## src/rtl/tcam_lookup_pkg.sv

```systemverilog
package tcam_lookup_pkg;

   // True when a candidate sub-word value agrees with a pattern on every cared bit.
   function automatic logic sub_covers(input logic [31:0] cand,
                                       input logic [31:0] pat,
                                       input logic [31:0] care);
      return ((cand ^ pat) & care) == 32'd0;
   endfunction

endpackage

```

## src/rtl/tcam_prio.sv

```systemverilog
module tcam_prio #(
   parameter int WIDTH = 2
) (
   input  logic [WIDTH-1:0]         vec,
   output logic                     any,
   output logic [$clog2(WIDTH)-1:0] idx
);
   localparam int IW = $clog2(WIDTH);

   generate
      if (WIDTH < 2) begin : g_bad_width
         $error("tcam_prio needs WIDTH >= 2");
      end
   endgenerate

   // Lowest set index wins: scan from the top so lower indices overwrite.
   always_comb begin
      any = |vec;
      idx = '0;
      for (int i = WIDTH - 1; i >= 0; i--) begin
         if (vec[i]) idx = IW'(i);
      end
   end
endmodule

```

## src/rtl/tcam_part.sv

```systemverilog
module tcam_part #(
   parameter int SUB_W = 2,
   parameter int SLOTS = 2
) (
   input  logic             clk,
   input  logic             rst_n,
   input  logic [SUB_W-1:0] rd_sub,
   output logic             rd_present,
   output logic [SLOTS-1:0] rd_bits,
   input  logic             wr_en,
   input  logic [SUB_W-1:0] wr_sub,
   input  logic [SLOTS-1:0] wr_slot
);
   localparam int ROWS = 1 << SUB_W;

   logic             present_q [ROWS];
   logic [SUB_W-1:0] link_q    [ROWS];
   logic [SLOTS-1:0] bits_q    [ROWS];
   logic [SUB_W-1:0] fresh_q;

   always_ff @(posedge clk or negedge rst_n) begin
      if (!rst_n) begin
         for (int r = 0; r < ROWS; r++) begin
            present_q[r] <= 1'b0;
            link_q[r]    <= '0;
            bits_q[r]    <= '0;
         end
         fresh_q <= '0;
      end else if (wr_en) begin
         if (!present_q[wr_sub]) begin
            present_q[wr_sub] <= 1'b1;
            link_q[wr_sub]    <= fresh_q;
            bits_q[fresh_q]   <= bits_q[fresh_q] | wr_slot;
            fresh_q           <= fresh_q + 1'b1;
         end else begin
            bits_q[link_q[wr_sub]] <= bits_q[link_q[wr_sub]] | wr_slot;
         end
      end
   end

   always_comb begin
      rd_present = present_q[rd_sub];
      rd_bits    = rd_present ? bits_q[link_q[rd_sub]] : '0;
   end
endmodule

```

## src/rtl/tcam_layer.sv

```systemverilog
module tcam_layer #(
   parameter int SUB_W   = 2,
   parameter int NUM_SUB = 2,
   parameter int SLOTS   = 2
) (
   input  logic                     clk,
   input  logic                     rst_n,
   input  logic [NUM_SUB*SUB_W-1:0] key,
   output logic                     hit,
   output logic [$clog2(SLOTS)-1:0] pma,
   input  logic                     wr_en,
   input  logic [NUM_SUB-1:0]       wr_sel,
   input  logic [SUB_W-1:0]         wr_sub,
   input  logic [SLOTS-1:0]         wr_slot
);
   logic [NUM_SUB-1:0] seen;
   logic [SLOTS-1:0]   rows [NUM_SUB];
   logic [SLOTS-1:0]   joined;
   logic [SLOTS-1:0]   cand;

   generate
      for (genvar n = 0; n < NUM_SUB; n++) begin : g_part
         tcam_part #(.SUB_W(SUB_W), .SLOTS(SLOTS)) u_part (
            .clk        (clk),
            .rst_n      (rst_n),
            .rd_sub     (key[n*SUB_W +: SUB_W]),
            .rd_present (seen[n]),
            .rd_bits    (rows[n]),
            .wr_en      (wr_en && wr_sel[n]),
            .wr_sub     (wr_sub),
            .wr_slot    (wr_slot)
         );
      end
   endgenerate

   always_comb begin
      joined = '1;
      for (int n = 0; n < NUM_SUB; n++) joined &= rows[n];
      cand = (&seen) ? joined : '0;
   end

   tcam_prio #(.WIDTH(SLOTS)) u_slot_enc (
      .vec (cand),
      .any (hit),
      .idx (pma)
   );
endmodule

```

## src/rtl/tcam_sram_lookup.sv

```systemverilog
module tcam_sram_lookup #(
   parameter int KEY_W       = 4,
   parameter int SUB_W       = 2,
   parameter int NUM_LAYERS  = 2,
   parameter int LAYER_SLOTS = 2
) (
   input  logic                                      clk,
   input  logic                                      rst_n,
   input  logic                                      map_valid,
   input  logic [$clog2(NUM_LAYERS*LAYER_SLOTS)-1:0] map_addr,
   input  logic [KEY_W-1:0]                          map_key,
   input  logic [KEY_W-1:0]                          map_care,
   output logic                                      busy,
   input  logic                                      srch_valid,
   input  logic [KEY_W-1:0]                          srch_key,
   output logic                                      res_valid,
   output logic                                      res_hit,
   output logic [$clog2(NUM_LAYERS*LAYER_SLOTS)-1:0] res_addr
);
   localparam int NUM_SUB = KEY_W / SUB_W;
   localparam int ROWS    = 1 << SUB_W;
   localparam int PW      = $clog2(LAYER_SLOTS);
   localparam int LW      = $clog2(NUM_LAYERS);
   localparam int AW      = $clog2(NUM_LAYERS * LAYER_SLOTS);

   generate
      if (KEY_W != SUB_W * NUM_SUB) begin : g_bad_split
         $error("KEY_W must be a whole multiple of SUB_W");
      end
      if (LAYER_SLOTS < 2 || (1 << PW) != LAYER_SLOTS) begin : g_bad_slots
         $error("LAYER_SLOTS must be a power of two, at least 2");
      end
      if (NUM_LAYERS < 2 || AW != LW + PW) begin : g_bad_layers
         $error("NUM_LAYERS must be at least 2");
      end
   endgenerate

   // Mapping walk: one sub-word value per cycle, all partitions of the target layer.
   logic             busy_q;
   logic [SUB_W-1:0] scan_q;
   logic [KEY_W-1:0] pat_q;
   logic [KEY_W-1:0] care_q;
   logic [AW-1:0]    dst_q;
   logic             map_go;
   logic             srch_go;

   assign map_go  = map_valid && !busy_q;
   assign srch_go = srch_valid && !busy_q;
   assign busy    = busy_q;

   always_ff @(posedge clk or negedge rst_n) begin
      if (!rst_n) begin
         busy_q <= 1'b0;
         scan_q <= '0;
         pat_q  <= '0;
         care_q <= '0;
         dst_q  <= '0;
      end else if (map_go) begin
         busy_q <= 1'b1;
         scan_q <= '0;
         pat_q  <= map_key;
         care_q <= map_care;
         dst_q  <= map_addr;
      end else if (busy_q) begin
         scan_q <= scan_q + 1'b1;
         if (scan_q == SUB_W'(ROWS - 1)) busy_q <= 1'b0;
      end
   end

   logic [NUM_SUB-1:0]     wr_sel;
   logic [LAYER_SLOTS-1:0] wr_slot;
   logic [AW-PW-1:0]       wr_layer;

   always_comb begin
      for (int n = 0; n < NUM_SUB; n++) begin
         wr_sel[n] = tcam_lookup_pkg::sub_covers(32'(scan_q),
                                                 32'(pat_q[n*SUB_W +: SUB_W]),
                                                 32'(care_q[n*SUB_W +: SUB_W]));
      end
      wr_slot  = LAYER_SLOTS'(1) << dst_q[PW-1:0];
      wr_layer = dst_q[AW-1:PW];
   end

   // Layers read the live key; their candidates are registered (stage 1).
   logic [NUM_LAYERS-1:0] hit_w;
   logic [PW-1:0]         pma_w [NUM_LAYERS];

   generate
      for (genvar l = 0; l < NUM_LAYERS; l++) begin : g_layer
         tcam_layer #(.SUB_W(SUB_W), .NUM_SUB(NUM_SUB), .SLOTS(LAYER_SLOTS)) u_layer (
            .clk     (clk),
            .rst_n   (rst_n),
            .key     (srch_key),
            .hit     (hit_w[l]),
            .pma     (pma_w[l]),
            .wr_en   (busy_q && (wr_layer == (AW-PW)'(l))),
            .wr_sel  (wr_sel),
            .wr_sub  (scan_q),
            .wr_slot (wr_slot)
         );
      end
   endgenerate

   logic                  s1_valid_q;
   logic [NUM_LAYERS-1:0] lay_hit_q;
   logic [PW-1:0]         lay_pma_q [NUM_LAYERS];

   always_ff @(posedge clk or negedge rst_n) begin
      if (!rst_n) begin
         s1_valid_q <= 1'b0;
         lay_hit_q  <= '0;
         for (int l = 0; l < NUM_LAYERS; l++) lay_pma_q[l] <= '0;
      end else begin
         s1_valid_q <= srch_go;
         lay_hit_q  <= hit_w;
         for (int l = 0; l < NUM_LAYERS; l++) lay_pma_q[l] <= pma_w[l];
      end
   end

   // Stage 2: choose the lowest layer with a candidate.
   logic          top_any;
   logic [LW-1:0] top_idx;

   tcam_prio #(.WIDTH(NUM_LAYERS)) u_layer_enc (
      .vec (lay_hit_q),
      .any (top_any),
      .idx (top_idx)
   );

   always_ff @(posedge clk or negedge rst_n) begin
      if (!rst_n) begin
         res_valid <= 1'b0;
         res_hit   <= 1'b0;
         res_addr  <= '0;
      end else begin
         res_valid <= s1_valid_q;
         res_hit   <= s1_valid_q && top_any;
         res_addr  <= (s1_valid_q && top_any) ? AW'({top_idx, lay_pma_q[top_idx]}) : '0;
      end
   end
endmodule

```

## config.mk

```make
export PLATFORM = sky130hd
export DESIGN_NAME = tcam_sram_lookup
export DESIGN_NICKNAME = d
export VERILOG_FILES = /design/src/rtl/tcam_lookup_pkg.sv /design/src/rtl/tcam_prio.sv /design/src/rtl/tcam_part.sv /design/src/rtl/tcam_layer.sv /design/src/rtl/tcam_sram_lookup.sv
export SDC_FILE = /design/constraint.sdc
export NUM_CORES = 1
export LEC_CHECK = 0
export ABC_AREA = 1
export BUFFER_PORTS_ARGS = -buffer_cell sky130_fd_sc_hd__clkbuf_2
export CORE_MARGIN = 3
export CORE_UTILIZATION = 50
export DETAILED_ROUTE_END_ITERATION = 8
export HOLD_SLACK_MARGIN = 0.15
export PLACE_DENSITY = 0.7
export SYNTH_ARGS = -nofsm -noshare
export SYNTH_HDL_FRONTEND = slang
export SYNTH_HIERARCHICAL = 1
export SYNTH_SLANG_ARGS = --single-unit
```

## constraint.sdc

```tcl
create_clock -name clk -period 3.4 [get_ports clk]
set_input_delay 0.17 -clock clk [delete_from_list [all_inputs] [get_ports clk]]
set_output_delay 0.17 -clock clk [all_outputs]
set_load 0.005 [all_outputs]
```

# Word-level counts from Yosys, hierarchy flattened
# Cells that the tools add are included.
# totals
reg_bits	110
wordCells	307
in_bits	18
output_inout_bits	5
# classes
reduce_logical	31
bitwise	39
n_addsub	5
n_eq_ne	1
magnitude_cmp	25
shifts	1
mux	141
# op_table
operator	n
$mux 2	58
$bwmux 8	12
$bmux 2 s2	20
$logic_not 32->1	2
$ge 3x3->1 const B	15
$not 2->3	15
$demux 2 s2	9
$mux 8	4
$mux 1	29
$lt 3x1->1 const B	9
$logic_and 1x1->1	18
$bmux 1 s2	8
$or 2x2->2	8
$or 4x4->4	4
$reduce_and 2->1	6
$add 2x1->2 const B	5
$and 2x2->2	4
$reduce_or 2->1	3
$not 1->1	5
$xor 2x2->2	2
$demux 1 s2	1
$eq 2x2->1 const B	1
$ge 2x2->1 const B	1
$not 1->2	1
other kinds (3)	3

# Logic depth before layout (Yosys ltp)
# logic_depth
depth_word	13
depth_mapped	13
ltp_nobuf	12

# By module
# The synthesis kept the hierarchy.
# modules_own_cells
module	n_inst	cells_each	seq_area_each_um2	area_per_inst_um2
tcam_part at g_layer[0].u_layer.g_part[1].u_part ...	2	246	550.5	1610.3
tcam_part at g_layer[0].u_layer.g_part[0].u_part ...	2	247	550.5	1609.0
tcam_sram_lookup	1	93	550.5	877.1
tcam_layer	2	9	0.0	33.8
tcam_prio	3	4	0.0	15.0

# Least setup slack after synthesis
# No wires, ideal clock.
# synth_timing
path_kind	register to register
from	reg scan_q[0]
to	reg g_layer[0].u_layer/g_part[1].u_part/link_q[5] in the netlist's numbering
slack_ns	1.530
setup_ns	0.078
period_less_slack_ns	1.870
n_path_buf	1
required_time_ns	3.322
path_stages_with_launch	14
arrival_time_ns	1.792
path_cell_list	dfrtp_1 inv_1 nand2_1 nand3_1 nand2_1 inv_1 nand2_1 inv_1 clkbuf_8 nand2_4 clkinv_4 nand3_1 nand2_1 o21ai_1
# synth_between
elab_cells_between_ends	16
cone_classes	order compare: 2; mux: 6; bitwise: 4; reduce/logical: 4
# synth_rtl
element	line	source
start: declaration	tcam_sram_lookup.sv:40	logic [SUB_W-1:0] scan_q;
start signal: assignment	tcam_sram_lookup.sv:65	scan_q <= scan_q + 1'b1;
$xor 2x2->2	tcam_lookup_pkg.sv:7	return ((cand ^ pat) & care) == 32'd0;
$and 2x2->2	tcam_lookup_pkg.sv:7	
$logic_not 32->1	tcam_lookup_pkg.sv:7	
named net wr_sel[1]	tcam_sram_lookup.sv:70	logic [NUM_SUB-1:0] wr_sel;
$logic_and 1x1->1	tcam_layer.sv:29	.wr_en (wr_en && wr_sel[n]),
$reduce_and 2->1 (no source line)	-	
end signal: indexed assignment	tcam_part.sv:32	link_q[wr_sub] <= fresh_q;
end: declaration	tcam_part.sv:17	logic [SUB_W-1:0] link_q [ROWS];
# The timed path passes the listed nets, and every way through them passes these cells. The select of a mux whose other input is x is not followed.
# A chain may end at the register's enable or synchronous reset.

# Final worst setup path
# layout_timing
from	reg scan_q[0]
to	reg g_layer[1].u_layer/g_part[1].u_part/link_q[4] in the netlist's numbering
# layout_between
elab_chain_len	6
elab_cells_between_ends	16
cone_classes	order compare: 2; mux: 6; bitwise: 4; reduce/logical: 4
# layout_rtl
element	line
$not 2->3 (not written as such)	tcam_part.sv:30, tcam_part.sv:32
$ge 3x3->1 (not written as such), or another cell as far along	tcam_part.sv:32
$logic_and 1x1->1 (not written as such) or $mux 1 (tied branches)	tcam_part.sv:32, tcam_part.sv:30
$mux 2 (not written as such) or $mux 1 (tied branches)	tcam_part.sv:32, tcam_part.sv:30
$demux 2 s2 or $not 1->1 (tied branches)	-
$bwmux 8 or $reduce_and 2->1 (tied branches)	-
end signal: indexed assignment	tcam_part.sv:32
end: declaration	tcam_part.sv:17
# Several ways; a longest one is shown, not always the timed one. The select of a mux whose other input is x is not followed.

==> key figures <==
Timing
  – RSZ-0062 raised after global routing: no
  – Slew @ Worst Pin: 0.6668 ns
  – Pins Over Slew Limit: 0
  – Min Tclk post-route: 2.286 ns
  – Setup Total Neg Slack: 0 ns
  – Slew HR: 0.5555
  – Worst Skew: about 0.012 ns
  – Final Hold Violating Endpoints: 0
  – Final setup viols: 0
  – Final Cycle Share: 0.6723
  – Fmax: 437.5 MHz

Floorplan
  – Row count: 43
  – Starting Density: 0.5230
  – DIE HEIGHT: 127.9 um
  – Chip Width: 127.9 um
  – I/O pin cnt: 23
  – Die area: 16360 um^2
  – Core Area: 14200 um^2

Synthesis
  – Synth Instances: 1109
  – Main area contributors after synthesis: dfrtp_1 37%, nand2_1 21%, a21oi_1 6.6%, inv_1 6.3%, nor2_1 4.9%
  – Post-synth ARST share: 1.000
  – Mapped Area: roughly 7400 um^2
  – Area share of the largest cell type after synthesis: 0.3706
  – Register bit total from synthesis: 110
  – Synth Flop Type: dfrtp_1
  – Total nets after synthesis: roughly 1100
  – Post-synthesis sequential area ratio: 0.3706
  – Top-count cell post-synth: nand2_1
  – Yosys warning total: 6
  – Post-synth EDFFs: 0
  – Synth area leader: dfrtp_1
  – Syn_area_per_cell: 6.698 um^2
  – List of most frequent post-synthesis cells: 409 x nand2_1, 125 x inv_1, 110 x dfrtp_1
  – Post-synthesis cell type count: 24

Routing
  – Via/cell ratio: 5.177
  – Routed Antenna Nets: 0
  – DR pass1 iterations: 5
  – DR vias: about 7000
  – Residual DRC: 0
  – Routed WL per cell: between 10 and 15 um
  – Detailed Route WL: 18.20 mm
  – Drt first-iter violations: 632

Clocking
  – Post-cts resize count: 0
  – Root Buffer: clkbuf_16
  – Clk_lat worst skew: about 0.36 ns
  – Longest Clk Path Bufs: 2
  – H-tree depth reported by CTS: 3
  – Clock slew at reported path FFs: 0.08 ns
  – Cts hold-fix bufs: 16
  – Total clock sinks: 110
  – Post-CTS Setup Bufs: 0
  – CTS tree: done
  – CTS buffer count: 9

GRT
  – Met3 Use GR: 0.03875
  – Most Crowded Layer GR: met2
  – GRT overflow: 0
  – Initial antenna violation count: 0
  – GRT met2 Usage: 0.3666
  – Met1 global-route usage: 0.3300
  – First-pass GRT wire length: approximately 31 mm
  – Largest net degree at the start of global routing: 54
  – Number of global-route vias before repair: roughly 6400
  – GRT Overall Usage: 0.2331

Setup path
  – Slowest cell on the critical path: dfrtp_2
  – RR Startpoint: scan_q[0]
  – R2R Setup Slk: around 1.1 ns
  – Critical Path Max Stage Delay: 0.80 ns
  – Worst path most repeated cell: nand2_1
  – Worst-path cell chain: buf_4, inv_2, nand2_1, nand2_1, nand2_1, nand2_2, inv_2, nand2_4, clkinv_4, nand3_1, nand2_1, o21ai_1
  – WS Path Type: flip-flop to flip-flop
  – Worst Path Arrival: 2.51 ns
  – Worst r2r dst: g_layer[1].u_layer/g_part[1].u_part/link_q[4]
  – CP Max Fanout: 38
  – Crit path launch type: flip-flop
  – Critical Path RT: 3.63 ns
  – FF-to-FF path depth: 12
  – CP Capture Type: flip-flop

Final layout
  – Fill cells: 1415
  – Area of the multi-input gates: a little under 4000 um^2
  – Diodes inserted: 0
  – Layout cells sized above 1: 0.1133
  – Area Growth Syn to Fin: 9.230%
  – Sequential cell area: 2754 um^2
  – Final Cell Area: approximately 8100 um^2
  – Nets: 1186

Placement
  – DP HPWL: 13.43 mm
  – DP Area: 7646 um^2
  – RePlAce Congestion: around 0.92
  – I/O Buffers: 22

Min path
  – Hold_sp: map_valid
  – Hold path depth: 3
  – Hold path endpoint: care_q[1]
  – HP Class: primary input to flip-flop

Status
  – Outcome: complete, no violations

Power and ir drop
  – Power Density: a little over 1000 nW/um^2
  – Max VDD drop: 0.3744 mV
  – Leakage: around 4.4 nW

Flow run
  – Max-Cap Viols: 0
how the worst max path moves through the flow:
stage | slack, ns | cells after the start | start | endpoint
after floorplan | 1.53 | 13 | scan_q[0] | g_layer[0].u_layer/g_part[1].u_part/link_q[5]
after global placement | 1.21 | 12 | scan_q[0] | g_layer[1].u_layer/g_part[1].u_part/bits_q[1]
after detailed placement | 1.15 | 12 | scan_q[0] | g_layer[1].u_layer/g_part[1].u_part/link_q[4]
after CTS | 1.13 | 12 | scan_q[0] | g_layer[1].u_layer/g_part[1].u_part/link_q[4]
after global routing | 0.90 | 12 | scan_q[0] | g_layer[1].u_layer/g_part[1].u_part/bits_q[1]
final | 1.11 | 12 | scan_q[0] | g_layer[1].u_layer/g_part[1].u_part/link_q[4]
sequential cells by signal, indices dropped and copies added, names as in the netlist:
register and count:
busy 1, g_layer.u_layer/g_part.u_part/link_q 32, res_hit 1, res_valid 1
s1_valid_q 1, lay_pma_q 2, res_addr 2, lay_hit_q 2
g_layer.u_layer/g_part.u_part/fresh_q 8, dst_q 2, pat_q 4, g_layer.u_layer/g_part.u_part/bits_q 32
g_layer.u_layer/g_part.u_part/present_q 16, scan_q 2, care_q 4
routing by layer:
metal / part of all wire / routed length [um]
met5: 0 / 0
met4: 0.020 / 363
met3: 0.058 / 1055
met2: 0.44 / 8033
met1: 0.48 / 8742
worst max-delay path, delay by kind of cell (launching register included):
kind | cells | cell delay, ns
AOI/OAI and AO/OA | 1 | 0.07
buffers and inverters | 4 | 0.68
DFF | 1 | 0.80
and+or+nand+nor | 7 | 0.61
cells in the final DEF (no fill, tap or decap):
cell | Yosys | routed
clkinv_2 | 0 | 1
nand2_2 | 32 | 32
nand2_4 | 5 | 5
or2_1 | 4 | 4
inv_6 | 0 | 2
dfrtp_1 | 110 | 109
nor2_4 | 4 | 4
clkbuf_2 | 0 | 21
o21ai_1 | 8 | 8
inv_2 | 13 | 13
nor2_1 | 96 | 96
clkbuf_8 | 8 | 1
nor2_2 | 8 | 8
clkinv_1 | 8 | 8
clkinvlp_4 | 0 | 1
dlygate4sd3_1 | 0 | 16
a21oi_2 | 4 | 4
inv_1 | 125 | 125
o211ai_1 | 4 | 4
nand3_1 | 57 | 57
o21ai_0 | 66 | 66
nand3_2 | 16 | 16
clkbuf_16 | 0 | 9
bufinv_16 | 0 | 1
xor2_1 | 4 | 4
clkinv_4 | 4 | 5
buf_4 | 0 | 7
a32oi_1 | 4 | 4
a21oi_1 | 98 | 98
ha_1 | 17 | 17
dfrtp_2 | 0 | 1
nand2_1 | 409 | 409
where the power goes:
| part | switching [mW] | internal [mW] |
|---|---|---|
| clock | 0.505 | 0.597 |
| combinational | 3.04 | 1.46 |
| sequential | 0.690 | 1.88 |
| total | 4.24 | 3.94 |
area by class of cell:
cell class                 count  area share
multi-input combinational    836      0.4839
sequential                   110      0.3394
inverter                     150     0.07186
timing repair buffer          44     0.03917
clock buffer                  10     0.02945
tap                          180     0.02776
clock inverter                 6    0.008481
kinds of logic (layout without fill, tap and decap cells):
| group | after synthesis | in the layout | synth area share |
|---|---|---|---|
| simple gates | 631 | 631 | 0.3658 |
| compound gates | 184 | 184 | 0.1294 |
| flops | 110 | 110 | 0.3706 |
| xor+xnor | 4 | 4 | 0.004716 |
| fa+ha+maj | 17 | 17 | 0.02863 |
| buf+inv | 163 | 210 | 0.1009 |
stage by stage:
step                total power, mW  setup WS (ns)  utilization  hold WS, ns  cells
floorplan                     6.013          1.530            -      -0.1256   1109
global placement              6.964          1.213       0.5383       0.2556   1304
detailed placement            6.999          1.149       0.5383       0.2587   1304
CTS                           8.168          1.135       0.5713       0.1626   1336
global route                  8.993         0.9038       0.5713       0.1874   1336
finish                        8.179          1.114       0.5713       0.1931   1336
Power figures use the tool's default switching activity.
